File: config.mk
export PLATFORM = sky130hd
export DESIGN_NAME = skip_eval_top
export DESIGN_NICKNAME = d
export VERILOG_FILES = /design/src/rtl/skip_eval_pkg.sv /design/src/rtl/skip_eval_ctrl.sv /design/src/rtl/skip_eval_dp.sv /design/src/rtl/skip_eval_top.sv
export SDC_FILE = /design/constraint.sdc
export NUM_CORES = 1
export LEC_CHECK = 0
export ABC_AREA = 1
export BUFFER_PORTS_ARGS = -buffer_cell sky130_fd_sc_hd__buf_2
export CAP_MARGIN = 10
export CORE_UTILIZATION = 42
export DETAILED_ROUTE_END_ITERATION = 16
export MAX_ROUTING_LAYER = met4
export PLACE_DENSITY_LB_ADDON = 0.25
export SLEW_MARGIN = 5
export SYNTH_ARGS = -nofsm -noshare
export SYNTH_HDL_FRONTEND = slang
export SYNTH_HIERARCHICAL = 1
export SYNTH_SLANG_ARGS = --single-unit
File: constraint.sdc
create_clock -name clk -period 5.04 [get_ports clk]
set_clock_uncertainty 0.1 [all_clocks]
set_input_delay 1.008 -clock clk [delete_from_list [all_inputs] [get_ports clk]]
set_output_delay 1.008 -clock clk [all_outputs]
set_load 0.005 [all_outputs]
File: src/rtl/skip_eval_pkg.sv
package skip_eval_pkg;
  localparam int WORD_W  = 16;
  localparam int NUM_SW  = 4;
  localparam int COND_W  = 9;

  typedef struct packed {
    logic enable;
    logic skip;
  } skipStrobe_t;
endpackage

File: src/rtl/skip_eval_ctrl.sv
module skip_eval_ctrl
  import skip_eval_pkg::*;
#(
  parameter int ACC_W = 16
) (
  input  logic              clk,
  input  logic              rstN,
  input  logic [WORD_W-1:0] instrWord,
  input  logic [ACC_W-1:0]  accIn,
  input  logic              carryIn,
  input  logic [NUM_SW-1:0] swOn,
  output skipStrobe_t       strobe
);
  localparam int POL_BIT  = 9;
  localparam int SIGN_BIT = 8;
  localparam int LSB_BIT  = 6;
  localparam int NZ_BIT   = 5;

  logic [COND_W-1:0] condVec;
  logic [COND_W-1:0] selVec;
  logic              groupHit;
  logic              anyTrue;

  always_comb begin
    condVec           = '0;
    condVec[0]        = carryIn;
    condVec[NZ_BIT]   = |accIn;
    condVec[LSB_BIT]  = accIn[0];
    condVec[SIGN_BIT] = accIn[ACC_W-1];
    for (int i = 0; i < NUM_SW; i++) begin
      condVec[NUM_SW - i] = swOn[i];
    end
  end

  assign groupHit = (instrWord[WORD_W-1:POL_BIT+1] == 6'b100000);
  assign selVec   = instrWord[COND_W-1:0] & 9'b1_0111_1111;
  assign anyTrue  = |(selVec & condVec);

  assign strobe.enable = groupHit;
  assign strobe.skip   = groupHit & (instrWord[POL_BIT] ? anyTrue : ~anyTrue);

  a_r1_outside_no_skip: assert property (@(posedge clk) disable iff (!rstN)
    (instrWord[15:10] != 6'b100000) |-> !strobe.skip);
  a_r2_always_skip: assert property (@(posedge clk) disable iff (!rstN)
    (instrWord == 16'o100000) |-> strobe.skip);
  a_r3_never_skip: assert property (@(posedge clk) disable iff (!rstN)
    (instrWord == 16'o101000) |-> !strobe.skip);
  a_r8_carry_set: assert property (@(posedge clk) disable iff (!rstN)
    (instrWord == 16'o101001) |-> (strobe.skip == carryIn));
  a_r4_sign_plus: assert property (@(posedge clk) disable iff (!rstN)
    (instrWord == 16'o100400) |-> (strobe.skip == !accIn[ACC_W-1]));
endmodule

File: src/rtl/skip_eval_dp.sv
module skip_eval_dp
  import skip_eval_pkg::*;
#(
  parameter int PC_W = 16
) (
  input  logic            clk,
  input  logic            rstN,
  input  skipStrobe_t     strobe,
  input  logic [PC_W-1:0] pcIn,
  output logic [PC_W-1:0] nextPc
);
  localparam logic [PC_W-1:0] STEP_ONE = PC_W'(1);
  localparam logic [PC_W-1:0] STEP_TWO = PC_W'(2);

  logic [PC_W-1:0] pcQ;
  logic [PC_W-1:0] stepAmt;
  logic            runSeen;

  assign stepAmt = strobe.skip ? STEP_TWO : STEP_ONE;

  always_ff @(posedge clk) begin
    if (!rstN) begin
      pcQ     <= '0;
      runSeen <= 1'b0;
    end else begin
      pcQ     <= pcIn + stepAmt;
      runSeen <= 1'b1;
    end
  end

  assign nextPc = pcQ;

  a_r10_pc_step: assert property (@(posedge clk) disable iff (!rstN)
    runSeen |-> (nextPc == $past(pcIn) + ($past(strobe.skip) ? STEP_TWO : STEP_ONE)));
  a_r1_disabled_quiet: assert property (@(posedge clk) disable iff (!rstN)
    !strobe.enable |-> !strobe.skip);
endmodule

File: src/rtl/skip_eval_top.sv
module skip_eval_top
  import skip_eval_pkg::*;
#(
  parameter int PC_W = 16
) (
  input  logic              clk,
  input  logic              rstN,
  input  logic [15:0]       instrWord,
  input  logic [15:0]       accIn,
  input  logic              carryIn,
  input  logic [3:0]        swOn,
  input  logic [PC_W-1:0]   pcIn,
  output logic              skip,
  output logic [PC_W-1:0]   nextPc
);
  skipStrobe_t strobe;

  skip_eval_ctrl #(.ACC_W(16)) uCtrl (
    .clk(clk), .rstN(rstN), .instrWord(instrWord), .accIn(accIn),
    .carryIn(carryIn), .swOn(swOn), .strobe(strobe)
  );

  skip_eval_dp #(.PC_W(PC_W)) uDp (
    .clk(clk), .rstN(rstN), .strobe(strobe), .pcIn(pcIn), .nextPc(nextPc)
  );

  assign skip = strobe.skip;

  a_r11_reset_pc: assert property (@(posedge clk)
    !rstN |=> (nextPc == '0));
endmodule

==> out/results.ini <==
[die]
core_um2=2040
chipHeight_um=49.6
ios=72
rows=16
start_util_pct=46.7
die_w_um=49.6
die_area_um2=2460

[setup_path]
critPathCaptureType=register
worstPathArrival_ns=3.16
worstSetupStartpointType=input port
cp_max_fo=5
crit_type=in -> reg
cp_data_required_time_ns=5.16

[layout]
area_delta_synth_final_pct=42.1
fillers=199
final_nets=279
largest_reg_flops=16
drive_above_1_share_pct=39.7
antenna_cells=0
postLayoutCoreUtil_pct=66.4
fin_cells=246

[detailed_routing]
ant_nets=0
first_iter_violations=23
wire_per_inst_um=9.28
via_per_inst=4.62
drc_errors=0
firstDrtPassIters=4
vias=1137
wirelength_um=2280

[clock_tree]
cts_tree=built
hold_buffers=0
cts-resized-gates=0
cts_sinks=16
htreeDepth=1
post-cts-setup-buffer-count=0
clkSlewWorstSetupHoldPaths_ns=0.09
clock-root-buffer=clkbuf_4
cts_buffers=3
clockBufferDepth=2

[placement]
gp_routability_congestion=0.818
dpl.cell_count=243
port_buffers=70
dp_hpwl_um=1890

[global_route]
grt_antenna_before_repair=0
grt_pass1_wl_um=4060
grt_usage_pct=21.5
grt_pass1_vias=1036
grt_max_degree=14
overflow=0

[timing]
hold_violations=0
period_needed_ns=3.04
post-route-period-util_pct=60.2
relSlewSlack_pct=82.5
setup_tns_ns=0
worst_slew_pin_slew_ns=0.260
setup_viol_count_final=0
drv_slew=0
fmax_ghz=0.329
rsz0062_at_grt=no

[logic_synthesis]
postSynthAreaPerCell_um2=6.49
netlist_area_um2=953
yosysWarnings=6
netlist_instances=147
synth_nets=205

[pwr]
p_per_area_nw_per_um2=194
ir_drop_v=0.000127
static-leakage-power_nw=0.755

[worst_hold_path]
hp-class=in -> reg
hold_depth=2

[flow_run]
cap_violations=0

[outcome]
outcome=finished, final reports clean

==> critical path: stages <==
cell     delay (ns)
buf_2          0.09
nor2_1         0.10
nand2_1        0.07
nor2_2         0.09
nand2_1        0.06
nand2_2        0.07
nand3_1        0.06
nand2_1        0.06
nor2_1         0.06
inv_1          0.10
ha_1           0.18
inv_1          0.06
fa_1           0.35
inv_1          0.10
nand2_1        0.14
nor3_4         0.24
nand2_1        0.12
nand2_1        0.07
nand2_1        0.04
nor2_1         0.08
==> final cells by class <==
type                    instances  area, um2  share of cell area, %
multi-input cells             112        561                   41.4
repair buffers                 70        350                   25.9
flip-flops and latches         16        320                   23.6
inverters                      18       67.6                   4.99
well taps                      27       33.8                   2.49
clock buffers                   3       22.5                   1.66
==> cells in the final DEF (no fill, tap or decap), drive strengths merged <==
cell    instances
ha              2
nand2          46
a31oi           1
o21ai           4
nor3            8
fa              1
inv            18
a21oi           7
nand3b          1
nand3           7
nor2           32
buf            70
clkbuf          3
dfxtp          16
nand4           3
==> metrics by stage <==
| step | worst slack (ns) | instance area [um2] | power (mW) | hold WS, ns |
|---|---|---|---|---|
| 2_1_floorplan | 2.06 | 953 | 0.166 | 0.997 |
| 4_1_cts | 2.02 | 1360 | 0.266 | 0.847 |
| 5_1_grt | 1.71 | 1360 | 0.281 | 0.852 |
| 6_report | 2.00 | 1360 | 0.263 | 0.861 |
| 3_3_place_gp | 1.79 | 1330 | 0.198 | 1.14 |
| 3_5_place_dp | 1.74 | 1330 | 0.200 | 1.15 |
==> final timing paths <==
check  startpoint                   endpoint  slack [ns]
max      accIn[5]  uDp/nextPc[12]$_SDFF_PN0_        2.00
min       pcIn[3]   uDp/nextPc[3]$_SDFF_PN0_        0.86
==> per-layer routing <==
layer	vias to the layer above	track usage, %	wire (um)
met5	-	-	0
met4	0	7.14	9
met3	2	4.63	116
met2	38	38.5	1160
met1	488	23.3	996
li1	609	-	-
==> power by group <==
group          switching (mW)  total, mW  internal, mW  leakage, nW
logic                  0.0323     0.0623        0.0300        0.608
registers             0.00137      0.135         0.134        0.133
clock network          0.0377     0.0654        0.0277       0.0138
Note: power is estimated with default switching activity, not from simulation.
